`src/rtl/stat_evt_pkg.sv`:
```
package stat_evt_pkg;

    typedef enum logic [1:0] {
        MSK_RISE = 2'd0,
        MSK_FALL = 2'd1,
        MSK_ENAB = 2'd2,
        MSK_NONE = 2'd3
    } msk_sel_e;

endpackage

```
`src/rtl/stat_edge_filt.sv`:
```
module stat_edge_filt #(
    parameter int WIDTH = 16
) (
    input  logic [WIDTH-1:0] cur_i,
    input  logic [WIDTH-1:0] prev_i,
    input  logic [WIDTH-1:0] rise_msk_i,
    input  logic [WIDTH-1:0] fall_msk_i,
    output logic [WIDTH-1:0] hit_o
);

    // One qualifier per bit; rising and falling paths are gated independently.
    for (genvar b = 0; b < WIDTH; b++) begin : g_bit
        logic went_up;
        logic went_dn;
        assign went_up  = cur_i[b] & ~prev_i[b];
        assign went_dn  = ~cur_i[b] & prev_i[b];
        assign hit_o[b] = (went_up & rise_msk_i[b]) | (went_dn & fall_msk_i[b]);
    end

endmodule

```
`src/rtl/stat_evt_summ.sv`:
```
module stat_evt_summ #(
    parameter int WIDTH = 16
) (
    input  logic [WIDTH-1:0] evt_i,
    input  logic [WIDTH-1:0] enab_i,
    output logic             summ_o
);

    assign summ_o = |(evt_i & enab_i);

endmodule

```
`src/rtl/stat_evt_grp.sv`:
```
module stat_evt_grp
    import stat_evt_pkg::*;
#(
    parameter int WIDTH = 16
) (
    input  logic             clk,
    input  logic             rst_n,
    input  logic [WIDTH-1:0] cond_i,
    input  logic             wr_en_i,
    input  logic [1:0]       wr_sel_i,
    input  logic [WIDTH-1:0] wr_data_i,
    input  logic             rd_en_i,
    output logic [WIDTH-1:0] rd_data_o,
    output logic             summary_o
);

    typedef struct packed {
        logic [WIDTH-1:0] cond;
        logic [WIDTH-1:0] evt;
        logic [WIDTH-1:0] rise;
        logic [WIDTH-1:0] fall;
        logic [WIDTH-1:0] enab;
    } grp_st_t;

    grp_st_t st_d, st_q;

    logic [WIDTH-1:0] cond_q;
    logic [WIDTH-1:0] rise_q;
    logic [WIDTH-1:0] fall_q;
    logic [WIDTH-1:0] enab_q;
    logic [WIDTH-1:0] evt_q;
    logic [WIDTH-1:0] edge_hit;

    assign cond_q = st_q.cond;
    assign rise_q = st_q.rise;
    assign fall_q = st_q.fall;
    assign enab_q = st_q.enab;
    assign evt_q  = st_q.evt;

    stat_edge_filt #(.WIDTH(WIDTH)) u_filt (
        .cur_i      (cond_i),
        .prev_i     (cond_q),
        .rise_msk_i (rise_q),
        .fall_msk_i (fall_q),
        .hit_o      (edge_hit)
    );

    stat_evt_summ #(.WIDTH(WIDTH)) u_summ (
        .evt_i  (evt_q),
        .enab_i (enab_q),
        .summ_o (summary_o)
    );

    assign rd_data_o = evt_q;

    always_comb begin
        st_d      = st_q;
        st_d.cond = cond_i;
        // A read wipes old events; edges of this same cycle survive it.
        st_d.evt  = (rd_en_i ? '0 : st_q.evt) | edge_hit;
        if (wr_en_i) begin
            unique case (msk_sel_e'(wr_sel_i))
                MSK_RISE: st_d.rise = wr_data_i;
                MSK_FALL: st_d.fall = wr_data_i;
                MSK_ENAB: st_d.enab = wr_data_i;
                MSK_NONE: ;
            endcase
        end
    end

    always_ff @(posedge clk or negedge rst_n) begin
        if (!rst_n) begin
            st_q <= '0;
        end else begin
            st_q <= st_d;
        end
    end

endmodule

```
`config.mk`:
```
export PLATFORM = sky130hd
export DESIGN_NAME = stat_evt_grp
export DESIGN_NICKNAME = d
export VERILOG_FILES = /design/src/rtl/stat_evt_pkg.sv /design/src/rtl/stat_edge_filt.sv /design/src/rtl/stat_evt_summ.sv /design/src/rtl/stat_evt_grp.sv
export SDC_FILE = /design/constraint.sdc
export NUM_CORES = 1
export LEC_CHECK = 0
export CAP_MARGIN = 20
export CORE_UTILIZATION = 54
export CTS_BUF_LIST = sky130_fd_sc_hd__clkbuf_8
export DETAILED_ROUTE_END_ITERATION = 7
export PLACE_DENSITY = 0.84
export SYNTH_ARGS = -nofsm -noshare
export SYNTH_HDL_FRONTEND = slang
export SYNTH_SLANG_ARGS = --single-unit
```
`constraint.sdc`:
```
create_clock -name clk -period 1.05 [get_ports clk]
set_input_delay 0.105 -clock clk [delete_from_list [all_inputs] [get_ports clk]]
set_output_delay 0.105 -clock clk [all_outputs]
set_load 0.02 [all_outputs]
```
==> results.yml, run 1 <==
status:
  status: "finished with violations"
  violations: "setup timing"
routing:
  vias: 2067
  routedWlPerCell_um: 17.9
  postRouteAntennaNets: 0
  dr_wl_met2_um: 3490
  drt_iter0_markers: 108
  via_per_inst: 5.50
  topRoutingLayerUsed: "met4"
  met3_length_um: 216
  totalWireLength_um: 6750
  drc_errors: 0
  wl_met1_um: 2940
  firstDrtPassIters: 4
sta:
  rsz0062_at_grt: "yes"
  slew_headroom_pct: 72.5
  setup_tns_ns: -1.59
  fmaxAchievable_mhz: 590
  finalSetupViolations: 17
  fin_crit_ns: 1.69
  tightestPinTransition_ns: 0.413
  drv_slew: 0
  fin_worst_skew_ns: 0.0129
  timing.final.ws_setup_ns: -0.645
  fin_crit_sh_pct: 161
  final_hold_viol_count: 0
power:
  leakage_nw: 1.89
  power_density_nw_per_um2: 1850
  peakVddDrop_uv: 1220
  p_total_w: 0.00801
layout:
  instances_no_fill: 376
  syn_to_final_growth_pct: 40.3
  layout-drive-gt1-share_pct: 41.1
  nNetsFinal: 337
  n_antenna_cell: 0
  stdcell_area_um2: 4340
cts:
  cts_made_buffers: 9
  root_buffer: "clkbuf_8"
  cts_sinks: 80
  cts_buffer_depth: 2
  clkLatencyLatePin_ns: 0.35
  htree_levels: 3
  cts_tree: "done"
  path_clk_slew_ns: 0.08
global_routing:
  grt_max_degree: 81
  grt_antenna_before_repair: 0
  grt.total_usage_pct: 24.6
  grt_pass1_vias: 2106
  grt_pass1_wl_um: 10800
  overflow: 0
yosys:
  synth_seq_cells: 80
  synthTopCellsByArea: "dfrtp_1 65%, mux2_2 17%, nand3b_1 3.9%, o211ai_1 3.6%, nand2b_1 3.0%"
  netlist.area_leader.share_pct: 64.7
  synth_flop_cell: "dfrtp_1"
  synthDistinctLibCells: 17
  yosys_warnings: 0
  synthCells: 208
  syn_avg_cell_area_um2: 14.9
  synth_area_um2: 3100
  synth_most_common_cell: "dfrtp_1"
  synth.net_count: 246
  synth_edf_count: 0
  netlist.top_cell.by_area: "dfrtp_1"
  synth.cells.most_frequent: "80 x dfrtp_1, 48 x mux2_2, 16 x nand2_1, 16 x nand3b_1"
  yosysSeqAreaShare_pct: 64.7
  async_flop_share_pct: 100
worst_setup_path:
  path_buf_inv: 1
  crit_arrival_ns: 1.59
  max_stage_delay_ns: 0.41
  crit_required_ns: 0.94
  critPathCaptureType: "output port"
  path_cells: "a22o_1, a221oi_2, nand4_1, buf_2"
  slowest_stage: "dfrtp_1"
  cp_top_family: "compound AO/OA/AOI/OAI gates"
  path_class: "flip-flop to output port"
  critPathMaxFanout: 2
  crit_path_start_kind: "flip-flop"
floorplanning:
  initial_utilization_pct: 56.2
  die_h_um: 77.7
  rows: 27
  die_area_um2: 6040
  core_um2: 5510
  die_width_um: 77.7
  ios: 55
worst_hold_path:
  hp-class: "input pin to flip-flop"
placed_design:
  postPlaceCellArea_um2: 4000
  hpwl_um: 4330
  portBuffers: 54
  dp.cells: 353
  gp_congestion: 0.694
flow_run:
  cap_violations: 0
-- area by class of cell --
| type | count | area, um^2 |
|---|---|---|
| Sequential cell | 80 | 2010 |
| Clock inverter | 6 | 60.1 |
| Clock buffer | 10 | 138 |
| Tap cell | 72 | 90.1 |
| Fill cell | 326 | 1160 |
| Timing Repair Buffer | 84 | 920 |
| Inverter | 1 | 3.75 |
| Multi-Input combinational cell | 123 | 1120 |
-- state kept, by name, indices dropped and copies added, names as in the netlist --
name / cells
cond_q: 16
fall_q: 16
rise_q: 16
rd_data_o: 16
enab_q: 16
-- final timing paths --
kind / startpoint / to / slack, ns / cells past startpoint
max: enab_q[4] / summary_o / -0.64 / 4
min: cond_i[0] / cond_q[0] / 0.24 / 1
max reg2reg: rd_data_o[4] / rd_data_o[4] / 0.13 / 4
min reg2reg: cond_q[12] / rd_data_o[12] / 0.47 / 1
max in group asynchronous: rst_n / rd_data_o[0] / 0.37 / 3
min in group asynchronous: rst_n / fall_q[7] / 0.31 / 3
-- cell families after synthesis --
group,synth area share (%)
AOI/OAI and AO/OA,6.18
buffers and inverters,1.29
DFF,64.7
muxes,17.5
and+or+nand+nor,10.4
-- metal layers --
layer | up-vias | global-route usage (%)
met2 | 45 | 39.4
li1 | 945 | -
met5 | - | 0
met1 | 1068 | 31.7
met3 | 9 | 6.12
met4 | 0 | 11.3
-- through the flow --
| stage | util (%) | setup WS [ns] | hold WS [ns] |
|---|---|---|---|
| floorplan | - | -0.129 | -0.191 |
| global placement | 72.6 | -0.551 | 0.159 |
| detailed placement | 72.6 | -0.656 | 0.161 |
| CTS | 78.3 | -0.642 | 0.226 |
| global route | 78.9 | -0.690 | 0.232 |
| finish | 78.9 | -0.645 | 0.239 |
-- timing repair --
item | CTS | global route
pin swaps | 2 | 2
setup endpoints to repair | 65 | 20
hold buffers | 1 | 0
endpoints found under the hold margin | 80 | 0
setup buffers | 2 | 7
resized for setup | 121 | 3
gates cloned | 1 | 0
-- report_power, final --
part,switching [W],internal [W]
logic,0.000711,0.00114
registers,0.000351,0.00359
clock network,0.00107,0.00115
-- layout by cell type, fill, tap and decap left out, types with 3 or more instances in the layout --
master | netlist | routed
dfrtp_1 | 80 | 72
mux2_2 | 48 | 37
clkdlybuf4s50_1 | 0 | 33
buf_6 | 1 | 32
nand2_1 | 16 | 16
nand3b_1 | 16 | 16
nand2b_1 | 15 | 15
o211ai_1 | 15 | 15
mux2_4 | 0 | 11
clkbuf_8 | 1 | 10
buf_4 | 1 | 8
dfrtp_2 | 0 | 8
buf_12 | 0 | 5
a22o_1 | 4 | 4
a221oi_2 | 0 | 4
dlygate4sd2_1 | 0 | 3
Power figures use the tool's default switching activity.
==> inputs of run 2 (changes only) <==
Settings changed: CAP_MARGIN 20 to unset, PLACE_DENSITY 0.84 to 0.83, SYNTH_HIERARCHICAL set to 1.
==> run 2 against run 1 <==
Net effect: the run still ends with setup timing left; sequential cell count unchanged; worst setup slack improved by 0.056 ns; global-route usage decreased by 0.44 points; critical path type unchanged; critical endpoint unchanged; largest cell class unchanged; highest routed layer unchanged.
==> results.yml, run 2 <==
global_routing:
  grt_pass1_vias: 2169
  use_met1_pct: 29.7
  grt_pass1_wl_um: 10900
  grtUsageMet2_pct: 41.1
  use_met3_pct: 6.74
  overflow: 0
  grt_antenna_before_repair: 0
  grt.total_usage_pct: 24.2
  grt-busiest-layer: "met2"
  grt_max_degree: 38
sta:
  finalSetupViolations: 17
  final_hold_viol_count: 0
  rsz0062_at_grt: "yes"
  timing.final.ws_setup_ns: -0.589
  fin_crit_ns: 1.64
  fin_crit_sh_pct: 156
  slew_headroom_pct: 79.3
  timing.hold.ws_ns: 0.247
  fin_worst_skew_ns: 0.00520
  tightestPinTransition_ns: 0.311
  drv_slew: 0
  fmaxAchievable_mhz: 610
cts:
  cts_buffer_depth: 2
  clkLatencyLatePin_ns: 0.34
  root_buffer: "clkbuf_8"
  htree_levels: 3
  cts_made_buffers: 9
  path_clk_slew_ns: 0.08
  cts_sinks: 80
  cts_tree: "done"
layout:
  stdcell_area_um2: 4450
  nNetsFinal: 340
  n_antenna_cell: 0
  final_core_util_pct: 79.8
  num-fill-cells: 336
  layout-drive-gt1-share_pct: 45.6
  layout_commonest_cell: "dfrtp_1"
  seq_area_um2: 2010
  syn_to_final_growth_pct: 40.5
  multi_input_area_um2: 1160
  mostFrequentLayoutCells: "73 x dfrtp_1, 37 x mux2_2, 33 x clkdlybuf4s50_1, 32 x buf_6"
worst_setup_path:
  critPathCaptureType: "output port"
  path_cells: "a22o_1, a221oi_2, nand4_1, buf_2"
  slowest_stage: "dfrtp_2"
  max_stage_delay_ns: 0.41
  worstRegToRegCells: 3
  critPathMaxFanout: 2
  path_class: "flip-flop to output port"
  r2r-start: "rd_data_o[8]"
  critPathLaunch: "rd_data_o[7]"
  crit_path_start_kind: "flip-flop"
  crit_required_ns: 0.94
  cp.depth: 4
  reg2reg_slack_ns: 0.11
  crit_arrival_ns: 1.53
  cp_top_family: "compound AO/OA/AOI/OAI gates"
  path_buf_inv: 1
worst_hold_path:
  hp-start: "cond_i[13]"
  hp-class: "input pin to flip-flop"
  whs_path_depth: 1
floorplanning:
  core_um2: 5570
  die_h_um: 78.6
  initial_utilization_pct: 56.8
  rows: 27
  die_width_um: 78.6
  die_area_um2: 6170
  ios: 55
power:
  power_density_nw_per_um2: 1910
  internal-power_w: 0.00640
  p_sw_share_pct: 24.8
  peakVddDrop_uv: 1080
  sequentialPowerShare_pct: 46.2
  leakage_nw: 2.06
  pwr-share-comb_pct: 22.7
  power.switching_w: 0.00211
  power_frac_clock_pct: 31.1
routing:
  firstDrtPassIters: 4
  postRouteAntennaNets: 0
  routedWlPerCell_um: 17.3
  drt_iter0_markers: 91
  totalWireLength_um: 6570
  via_per_inst: 5.44
  vias: 2061
  drc_errors: 0
yosys:
  netlist.area_leader.share_pct: 63.2
  yosysSeqAreaShare_pct: 63.2
  synth_edf_count: 0
  async_flop_share_pct: 100
  synthCells: 209
  synth_area_um2: 3170
  synth_seq_cells: 80
  yosys_warnings: 6
  synth.cells.most_frequent: "80 x dfrtp_1, 48 x mux2_2"
  syn_avg_cell_area_um2: 15.1
  netlist.top_cell.by_area: "dfrtp_1"
  synthDistinctLibCells: 16
  synthTopCellsByArea: "dfrtp_1 63%, mux2_2 17%, o21ai_2 4.4%, a21o_1 3.8%, nand3b_1 3.8%"
  synth_most_common_cell: "dfrtp_1"
  synth.net_count: 247
  synth_flop_cell: "dfrtp_1"
placed_design:
  postPlaceCellArea_um2: 4060
  gp_congestion: 0.736
  hpwl_um: 4240
  portBuffers: 54
status:
  status: "finished with violations"
  violations: "setup timing"
flow_run:
  cap_violations: 0
[run 2: cell types whose count changed after synthesis]
cell      change
a221oi_2      +4
o221ai_1      -1
nand2b_1     -15
o211ai_1     -15
a21o_1       +16
o21ai_2      +16
a221oi_1      -4
[run 2: final timing paths]
check                          endpoint
min reg2reg                   rise_q[2]
min in group asynchronous    fall_q[12]
max in group asynchronous  rd_data_o[2]
min                          cond_q[13]
max reg2reg                rd_data_o[8]
max                           summary_o
[run 2: timing repair]
action | in CTS | in global routing
hold buffers | 1 | 0
gates resized for setup | 120 | 4
cloned | 1 | 0
pin swaps | 1 | 0
endpoints found under the hold margin | 80 | 0
setup endpoints to repair | 65 | 17
buffers inserted | 4 | 5
[run 2: power groups by stage]
stage	clock (W)	combinational, W	sequential (W)
final	0.00265	0.00193	0.00393
after global routing	0.00285	0.00205	0.00398
after detailed placement	0	0.00174	0.00395
after global placement	0	0.00171	0.00392
after floorplan	0	0.000749	0.00404
after CTS	0.00269	0.00192	0.00392
[run 2: logic make-up (layout without fill, tap and decap cells)]
logic type | after synthesis | after routing | share of synthesized area, %
buffers and inverters | 5 | 103 | 1.26
AND/OR/NAND/NOR | 36 | 36 | 7.19
flip-flops | 80 | 80 | 63.2
multiplexers | 48 | 48 | 17.1
AO/OA/AOI/OAI | 40 | 40 | 11.2
[run 2: per-layer routing]
| metal | vias up | share of wire, % |
|---|---|---|
| li1 | 949 | - |
| met1 | 1056 | 42 |
| met2 | 44 | 53 |
| met3 | 12 | 3.5 |
| met4 | 0 | 1.2 |
| met5 | - | 0 |
[run 2: final cells by class]
| type | instances | area share [%] |
|---|---|---|
| Sequential cell | 80 | 45.2 |
| Multi-Input combinational cell | 124 | 26.2 |
| Timing Repair Buffer | 86 | 21.1 |
| Clock buffer | 10 | 3.09 |
| Clock inverter | 6 | 2.28 |
| Tap cell | 72 | 2.03 |
| Inverter | 1 | 0.0844 |
[run 2: per-stage QoR]
stage	power (W)	setup slack [ns]	setup TNS (ns)	instances
detailed placement	0.00569	-0.582	-23.91	357
finish	0.00851	-0.589	-1.48	379
global placement	0.00562	-0.556	-22.23	357
floorplan	0.00479	-0.129	-0.264	209
global route	0.00888	-0.672	-2.27	379
CTS	0.00853	-0.581	-1.72	378
[run 2: worst reg2reg max path, cell delays in order (launching register included)]
cell and delay, ns:
dfrtp_1 0.42, buf_6 0.13, buf_4 0.12, a21o_1 0.16
==> inputs of run 3 (changes only) <==
Settings changed: CTS_CLUSTER_DIAMETER set to 50.
==> results of run 3 <==
The final DEF is identical to that of run 2; final timing and power are the same.
